<file path="src/rtl/mdio_pkg.sv">
package mdio_pkg;
  localparam int ADDR_W  = 5;
  localparam int DATA_W  = 16;
  localparam int CODE_W  = 4;
  localparam int PRE_LEN = 32;

  typedef struct packed {
    logic load;      // capture command into frame register
    logic shiftOut;  // advance to next outgoing bit (MDC falling)
    logic sampleIn;  // capture one read bit (MDC rising)
    logic commit;    // publish completed read word
  } mdio_strobe_t;
endpackage

</file>
<file path="src/rtl/mdio_ctrl.sv">
module mdio_ctrl #(
  parameter int CODE_W    = mdio_pkg::CODE_W,
  parameter int DATA_W    = mdio_pkg::DATA_W,
  parameter int FRAME_LEN = 64,
  parameter int DIV_SLOW  = 42,
  parameter int DIV_MID   = 26,
  parameter int DIV_FAST  = 16
) (
  input  logic                       clk,
  input  logic                       rstN,
  input  logic                       start,
  input  logic                       isReadReq,
  input  logic [CODE_W-1:0]          rangeCode,
  output logic                       busy,
  output logic                       mdc,
  output logic                       mdioOe,
  output mdio_pkg::mdio_strobe_t     stb
);
  localparam int IDX_W       = $clog2(FRAME_LEN);
  localparam int HALF_W      = $clog2(DIV_SLOW);
  localparam int DATA_IDX    = FRAME_LEN - DATA_W;
  localparam int RELEASE_IDX = DATA_IDX - 1;
  localparam logic [IDX_W-1:0]  LAST_IDX  = IDX_W'(FRAME_LEN - 1);
  localparam logic [HALF_W-1:0] HALF_SLOW = HALF_W'(DIV_SLOW / 2 - 1);
  localparam logic [HALF_W-1:0] HALF_MID  = HALF_W'(DIV_MID / 2 - 1);
  localparam logic [HALF_W-1:0] HALF_FAST = HALF_W'(DIV_FAST / 2 - 1);

  logic [HALF_W-1:0] halfCnt, halfLim;
  logic [IDX_W-1:0]  bitIdx;
  logic              isRead;
  logic              launch, halfDone, lastBit;

  function automatic logic [HALF_W-1:0] pickHalf(input logic [CODE_W-1:0] code);
    case (code)
      CODE_W'(0): pickHalf = HALF_SLOW;
      CODE_W'(2): pickHalf = HALF_FAST;
      CODE_W'(3): pickHalf = HALF_MID;
      default:    pickHalf = HALF_SLOW;  // reserved codes fall back to slowest rate
    endcase
  endfunction

  always_comb begin
    launch       = start && !busy;
    halfDone     = busy && (halfCnt == halfLim);
    lastBit      = (bitIdx == LAST_IDX);
    stb.load     = launch;
    stb.sampleIn = halfDone && !mdc && isRead && (bitIdx >= IDX_W'(DATA_IDX));
    stb.shiftOut = halfDone && mdc && !lastBit;
    stb.commit   = halfDone && mdc && lastBit && isRead;
    mdioOe       = busy && !(isRead && (bitIdx >= IDX_W'(RELEASE_IDX)));
  end

  always_ff @(posedge clk) begin
    if (!rstN) begin
      busy    <= 1'b0;
      mdc     <= 1'b0;
      halfCnt <= '0;
      halfLim <= HALF_SLOW;
      bitIdx  <= '0;
      isRead  <= 1'b0;
    end else if (launch) begin
      busy    <= 1'b1;
      mdc     <= 1'b0;
      halfCnt <= '0;
      halfLim <= pickHalf(rangeCode);
      bitIdx  <= '0;
      isRead  <= isReadReq;
    end else if (busy) begin
      if (halfDone) begin
        halfCnt <= '0;
        mdc     <= !mdc;
        if (mdc) begin
          if (lastBit) busy <= 1'b0;
          else         bitIdx <= bitIdx + 1'b1;
        end
      end else begin
        halfCnt <= halfCnt + 1'b1;
      end
    end
  end

  // idle bus is quiet
  p_idle_quiet_r10: assert property (@(posedge clk) disable iff (!rstN)
    !busy |-> (!mdc && !mdioOe));
  // half-period counter never overruns its limit
  p_half_bound_r7: assert property (@(posedge clk) disable iff (!rstN)
    busy |-> (halfCnt <= halfLim));
  // only the three legal rates are ever in use
  p_legal_rate_r8: assert property (@(posedge clk) disable iff (!rstN)
    busy |-> (halfLim == HALF_SLOW || halfLim == HALF_MID || halfLim == HALF_FAST));
  // rate stays fixed for a whole frame
  p_rate_held_r11: assert property (@(posedge clk) disable iff (!rstN)
    (busy && $past(busy)) |-> $stable(halfLim));
  // a start during a frame does not re-latch the direction
  p_start_ignored_r9: assert property (@(posedge clk) disable iff (!rstN)
    (busy && start) |=> $stable(isRead));
endmodule

</file>
<file path="src/rtl/mdio_datapath.sv">
module mdio_datapath #(
  parameter int ADDR_W    = mdio_pkg::ADDR_W,
  parameter int DATA_W    = mdio_pkg::DATA_W,
  parameter int PRE_LEN   = mdio_pkg::PRE_LEN,
  parameter int FRAME_LEN = PRE_LEN + 6 + 2 * ADDR_W + DATA_W
) (
  input  logic                   clk,
  input  logic                   rstN,
  input  mdio_pkg::mdio_strobe_t stb,
  input  logic                   isReadReq,
  input  logic [ADDR_W-1:0]      phyAddr,
  input  logic [ADDR_W-1:0]      regAddr,
  input  logic [DATA_W-1:0]      wrData,
  input  logic                   mdioIn,
  output logic                   mdioOut,
  output logic [DATA_W-1:0]      rdData
);
  localparam logic [1:0] SOF_BITS = 2'b01;
  localparam logic [1:0] OP_READ  = 2'b10;
  localparam logic [1:0] OP_WRITE = 2'b01;
  localparam logic [1:0] TA_BITS  = 2'b10;

  logic [FRAME_LEN-1:0] frame, loadVal;
  logic [DATA_W-1:0]    rdShift;

  always_comb begin
    loadVal = {{PRE_LEN{1'b1}}, SOF_BITS, (isReadReq ? OP_READ : OP_WRITE),
               phyAddr, regAddr, TA_BITS, (isReadReq ? {DATA_W{1'b0}} : wrData)};
    mdioOut = frame[FRAME_LEN-1];
  end

  always_ff @(posedge clk) begin
    if (!rstN) begin
      frame   <= {FRAME_LEN{1'b1}};
      rdShift <= '0;
      rdData  <= '0;
    end else begin
      if (stb.load)          frame   <= loadVal;
      else if (stb.shiftOut) frame   <= {frame[FRAME_LEN-2:0], 1'b0};
      if (stb.sampleIn)      rdShift <= {rdShift[DATA_W-2:0], mdioIn};
      if (stb.commit)        rdData  <= rdShift;
    end
  end

  // control never asks for two actions in one cycle
  p_one_strobe_r12: assert property (@(posedge clk) disable iff (!rstN)
    $onehot0({stb.load, stb.shiftOut, stb.sampleIn, stb.commit}));
  // read result only moves on a commit
  p_rd_hold_r6: assert property (@(posedge clk) disable iff (!rstN)
    !stb.commit |=> $stable(rdData));
endmodule

</file>
<file path="src/rtl/mdio_master.sv">
module mdio_master #(
  parameter int ADDR_W   = mdio_pkg::ADDR_W,
  parameter int DATA_W   = mdio_pkg::DATA_W,
  parameter int CODE_W   = mdio_pkg::CODE_W,
  parameter int PRE_LEN  = mdio_pkg::PRE_LEN,
  parameter int DIV_SLOW = 42,
  parameter int DIV_MID  = 26,
  parameter int DIV_FAST = 16
) (
  input  logic              clk,
  input  logic              rstN,
  input  logic              start,
  input  logic              cmdRead,
  input  logic [ADDR_W-1:0] phyAddr,
  input  logic [ADDR_W-1:0] regAddr,
  input  logic [DATA_W-1:0] wrData,
  input  logic [CODE_W-1:0] rangeCode,
  output logic              busy,
  output logic [DATA_W-1:0] rdData,
  output logic              mdc,
  output logic              mdioOut,
  output logic              mdioOe,
  input  logic              mdioIn
);
  localparam int FRAME_LEN = PRE_LEN + 6 + 2 * ADDR_W + DATA_W;

  mdio_pkg::mdio_strobe_t stb;

  mdio_ctrl #(
    .CODE_W(CODE_W), .DATA_W(DATA_W), .FRAME_LEN(FRAME_LEN),
    .DIV_SLOW(DIV_SLOW), .DIV_MID(DIV_MID), .DIV_FAST(DIV_FAST)
  ) uCtrl (
    .clk(clk), .rstN(rstN), .start(start), .isReadReq(cmdRead),
    .rangeCode(rangeCode), .busy(busy), .mdc(mdc), .mdioOe(mdioOe), .stb(stb)
  );

  mdio_datapath #(
    .ADDR_W(ADDR_W), .DATA_W(DATA_W), .PRE_LEN(PRE_LEN), .FRAME_LEN(FRAME_LEN)
  ) uPath (
    .clk(clk), .rstN(rstN), .stb(stb), .isReadReq(cmdRead),
    .phyAddr(phyAddr), .regAddr(regAddr), .wrData(wrData),
    .mdioIn(mdioIn), .mdioOut(mdioOut), .rdData(rdData)
  );

  // data line holds while MDC is high
  p_mdio_hold_r12: assert property (@(posedge clk) disable iff (!rstN)
    (busy && mdc) |=> (!mdc || $stable(mdioOut)));
  // once released for a read, the line stays released until frame end
  p_release_held_r4: assert property (@(posedge clk) disable iff (!rstN)
    (busy && !mdioOe) |=> (!busy || !mdioOe));
endmodule

</file>
<file path="config.mk">
export PLATFORM = sky130hd
export DESIGN_NAME = mdio_master
export DESIGN_NICKNAME = d
export VERILOG_FILES = /design/src/rtl/mdio_pkg.sv /design/src/rtl/mdio_ctrl.sv /design/src/rtl/mdio_datapath.sv /design/src/rtl/mdio_master.sv
export SDC_FILE = /design/constraint.sdc
export NUM_CORES = 1
export LEC_CHECK = 0
export ABC_AREA = 1
export BUFFER_PORTS_ARGS = -buffer_cell sky130_fd_sc_hd__buf_2
export CAP_MARGIN = 20
export CORE_UTILIZATION = 33
export CTS_BUF_LIST = sky130_fd_sc_hd__clkbuf_16
export DETAILED_ROUTE_END_ITERATION = 8
export PLACE_DENSITY = 0.51
export SKIP_LAST_GASP = 1
export SLEW_MARGIN = 20
export SYNTH_ARGS = -nofsm -noshare
export SYNTH_HDL_FRONTEND = slang
export SYNTH_SLANG_ARGS = --single-unit
export TNS_END_PERCENT = 1
</file>
<file path="constraint.sdc">
create_clock -name clk -period 4.05 [get_ports clk]
set_clock_uncertainty 0.05 [all_clocks]
set_input_delay 0.2025 -clock clk [delete_from_list [all_inputs] [get_ports clk]]
set_output_delay 0.2025 -clock clk [all_outputs]
set_load 0.02 [all_outputs]
</file>
# Yosys cells after proc, flatten, opt, wreduce, memory -nomap -nowiden
# Cells that the tools add are included.
# Widths: inputs -> output; s select.
# classes
n_addsub	2
order_cmp	2
n_eq_ne	4
n_mux	11
bitwise_logic	2
reduce_logical	19
# op_table
operator	n
$mux 32	2
$mux 16	1
$add 6x1->6 const B	2
$ge 6x6->1 const B	2
$logic_and 1x1->1	11
$pmux 5 s2	1
$eq 4x2->1 const B	2
$eq 6x6->1	1
$eq 6x6->1 const B	1
$mux 6	1
$mux 1	5
$logic_not 1->1	4
$reduce_and 4->1	1
$mux 2	1
$not 1->1	2
$reduce_and 2->1	1
$reduce_bool 2->1	1
$reduce_or 2->1	1
# totals
regBits	117
inputBits	35

# Depth between registers and ports, before layout
# logic_depth
ltp_word	6
ltp_mapped	10

# By module
# Synthesis repeated with hierarchy kept, for this count alone.
# unflattened
hier_cells	616
hier_area_um2	4595.7
# by_module_without_submodules
module	n_inst	cells_each	area_per_inst_um2	seq_area_each_um2
mdio_datapath	1	482	3604.7	1921.8
mdio_ctrl	1	134	991.0	360.3

# Least setup slack after synthesis
# No wires, ideal clock.
# synth_path
path_kind	reg2reg
start	reg uCtrl.busy
end	reg uPath.rdData[11]
t_arrival_ns	1.516
t_required_ns	3.890
path_slack_ns	2.374
path_stages_with_launch	9
n_path_buf	1
synth_period_minus_slack_ns	1.676
path_cell_list	dfxtp_1 nand2_1 a21oi_2 nand3_1 nor2_4 buf_4 nand4_1 nand2_1 nor2_1
# synth_between
elab_chain_cells	4
# synth_rtl
element	line	text
start: declaration	mdio_ctrl.sv:14	output logic busy,
start signal: assignment	mdio_ctrl.sv:55	busy <= 1'b0;
start signal: assignment	mdio_ctrl.sv:62	busy <= 1'b1;
start signal: assignment	mdio_ctrl.sv:73	if (lastBit) busy <= 1'b0;
$logic_and 1x1->1	mdio_ctrl.sv:44	halfDone = busy && (halfCnt == halfLim);
$logic_and 1x1->1 (3 in series)	mdio_ctrl.sv:49	stb.commit = halfDone && mdc && lastBit && isRead;
end signal: assignment	mdio_datapath.sv:41	if (stb.commit) rdData <= rdShift;
end: declaration	mdio_datapath.sv:16	output logic [DATA_W-1:0] rdData
# Every way passes these cells.
# A chain may end at the register's enable or synchronous reset.

# Worst setup path in the final report
# layout_path
start	reg uCtrl.bitIdx[0]
end	reg uPath.frame[21]
# layout_between
elab_chain_cells	4
# layout_rtl
element	line	text
start: declaration	mdio_ctrl.sv:29	logic [IDX_W-1:0] bitIdx;
start signal: assignment	mdio_ctrl.sv:74	else bitIdx <= bitIdx + 1'b1;
$eq 6x6->1	mdio_ctrl.sv:45	lastBit = (bitIdx == LAST_IDX);
$logic_not 1->1	mdio_ctrl.sv:48	stb.shiftOut = halfDone && mdc && !lastBit;
$logic_and 1x1->1	mdio_ctrl.sv:48	
$reduce_bool 2->1 (no source line)	-	
end signal: assignment	mdio_datapath.sv:34	frame <= {FRAME_LEN{1'b1}};
end signal: assignment	mdio_datapath.sv:38	if (stb.load) frame <= loadVal;
end signal: assignment	mdio_datapath.sv:39	else if (stb.shiftOut) frame <= {frame[FRAME_LEN-2:0], 1'b0};
end: declaration	mdio_datapath.sv:23	logic [FRAME_LEN-1:0] frame, loadVal;
# Every way passes these cells.

==> flow_summary.ini <==
[placement]
gp_congestion = 0.797
dp.cells = 874
io_buffers = 54
placed_cell_area_um2 = 5250
place_hpwl_um = 7060
place_ws_ps = 1490

[synthesis]
synth_area_um2 = 4900
syn-num-nets = 705
synth_seq_cells = 114
ys_seq_area_frac = 0.466
ys.flop_type = dfxtp_1
avgSynthCellArea_um2 = 7.33
netlist-cell-type-count = 33
async_reset_ff_frac = 0
yosys_warnings = 0
synth_edf_count = 0
syn_inst = 668

[grt]
antenna_found_initial = 0
busiest_layer = met2
grt_use_met2 = 0.255
grt_use_met3 = 0.0408
first_global_vias = 3949
grt_use_total = 0.155
grt_pass1_wl_um = 18300
grt_max_degree = 54
overflow = 0
met1_usage = 0.190

[sta]
setup_ws_ps = 1520
slew_violations = 0
maxSlewHeadroom = 0.424
worst_pin_slew_ps = 863
min_period_ps = 2530
finalSetupViolations = 0
setup_tns_ps = 0
grt_setup_unrepaired = no
hold_viol = 0
fin_crit_sh = 0.626
fmax_ghz = 0.395

[floorplanning]
dieArea_um2 = 15300
start_util = 0.337
die_x_um = 124
rows = 44
die-height_um = 124
core_area_um2 = 14500
ios = 55

[critical_path]
crit_required_ps = 4350
cp_data_arrival_time_ps = 2830
end_kind = flop
cpMostUsedCell = buf_4
slowest_stage = dfxtp_1
crit_chain = ha_1 > nand3_2 > nor2_4 > inv_2 > nand4_4 > buf_4 > buf_4 > nand3_1 > nand3b_1
worstSetupStartpointType = flop
path_class = flop to flop
worst_path_largest_cell_delay_ps = 370
cp_max_fo = 26

[cts]
clockRootBuffer = clkbuf_16
cts_tree = done
cts_inserted_buffers = 17
cts_sinks = 114
clkLatencyLatePin_ps = 410
path_clk_slew_ps = 50
cts_buffer_depth = 2
htreeDepth = 4
postCtsSetupBuffers = 0

[drt]
wl_per_cell_um = 12.2
dr.pass1.iters = 4
routed_wl_um = 11000
drt-initial-drc-count = 239
avgViaCountPerCell = 4.73
drc = 0
antenna_left = 0
num_vias = 4295

[power]
pwr-share-comb = 0.065
power_frac_seq = 0.441
p_int_mw = 2.05
clkPwrFrac = 0.495
power_density_nw_per_um2 = 463
switching_share = 0.235
switchingPower_mw = 0.629
power.total_mw = 2.68
leakage_nw = 2.66
ir_worst_vdd_uv = 284

[finish]
final_area_um2 = 5790
instances_no_fill = 908
final_cell_mix = nand2_1, dfxtp_1, nand3_1
num-nets-final = 748
drive_gt1_frac = 0.146
layout_commonest_cell = nand2_1
diodes = 0
area_growth_pct = 18.3

[run_status]
status = complete, no violations

[worst_hold_path]
hp-class = primary input to flop

[run]
maxCapViolCount = 0
==> cell families after synthesis <==
family,count (synthesis),synth area share
simple gates,380,0.350
flops,114,0.466
buf+inv,113,0.0999
compound gates,51,0.0652
xor+xnor,8,0.0143
fa+ha+maj,2,0.00511
==> final timing paths <==
path	start	slack (ps)	to	cells past startpoint
max	uCtrl.bitIdx[0]	1520	uPath.frame[21]	9
min	cmdRead	30	uPath.frame[29]	3
max reg2reg	uCtrl.bitIdx[0]	1520	uPath.frame[21]	9
min reg2reg	uPath.frame[36]	410	uPath.frame[37]	2
==> area by class of cell <==
cell class	instances	area (um2)
timing repair buffer	64	350
fill	1550	8740
inverter	73	274
clock buffer	17	425
multi-input combinational	441	2130
clock inverter	15	104
sequential	114	2280
tap	184	230
==> per-stage QoR <==
step / hold slack (ps) / utilization
after global routing: 41.3 / 0.399
after detailed placement: 376 / 0.361
after global placement: 367 / 0.361
after CTS: 12.5 / 0.399
final: 26.7 / 0.399
after floorplan: 259 / -
==> synthesized netlist by cell type, drive strengths merged, types with 5 or more instances <==
cell type / n / area, um2
a21oi: 28 / 144
a22o: 14 / 123
buf: 28 / 170
clkbuf: 12 / 45.0
dfxtp: 114 / 2280
inv: 71 / 267
nand2: 183 / 694
nand3: 97 / 490
nand3b: 7 / 52.6
nand4: 21 / 153
nor2: 53 / 221
nor3: 19 / 100
o21ai: 5 / 25.0
xor2: 6 / 52.6
==> critical path, delay by kind of cell, from the launching register on <==
kind                       cells  cell delay, ps
buffers and inverters          3             780
adders and majority gates      1             220
DFF                            1             370
and+or+nand+nor                5            1030
==> registers in the layout (all words and copies together), names as in the netlist, 3 cells and up <==
signal	flops
uPath.frame	64
uCtrl.halfLim	3
uCtrl.halfCnt	6
uPath.rdData	16
uPath.rdShift	16
uCtrl.bitIdx	6
==> metal layers <==
metal	part of all wire	up-vias
li1	-	2241
met1	0.48	1966
met2	0.47	76
met3	0.038	12
met4	0.014	0
met5	0	-
==> power groups by stage <==
stage / clock [mW] / combinational, mW / sequential (mW)
2_1_floorplan: 0 / 0.130 / 1.20
3_3_place_gp: 0 / 0.171 / 1.20
3_5_place_dp: 0 / 0.174 / 1.20
4_1_cts: 1.36 / 0.176 / 1.18
5_1_grt: 1.42 / 0.198 / 1.18
6_report: 1.33 / 0.173 / 1.18
==> repair_timing <==
| action | CTS | global route |
|---|---|---|
| resized for setup | 0 | 0 |
| hold buffers | 2 | 0 |
| hold endpoints to repair | 3 | 0 |
No activity file was read; power rests on OpenSTA's default activity.
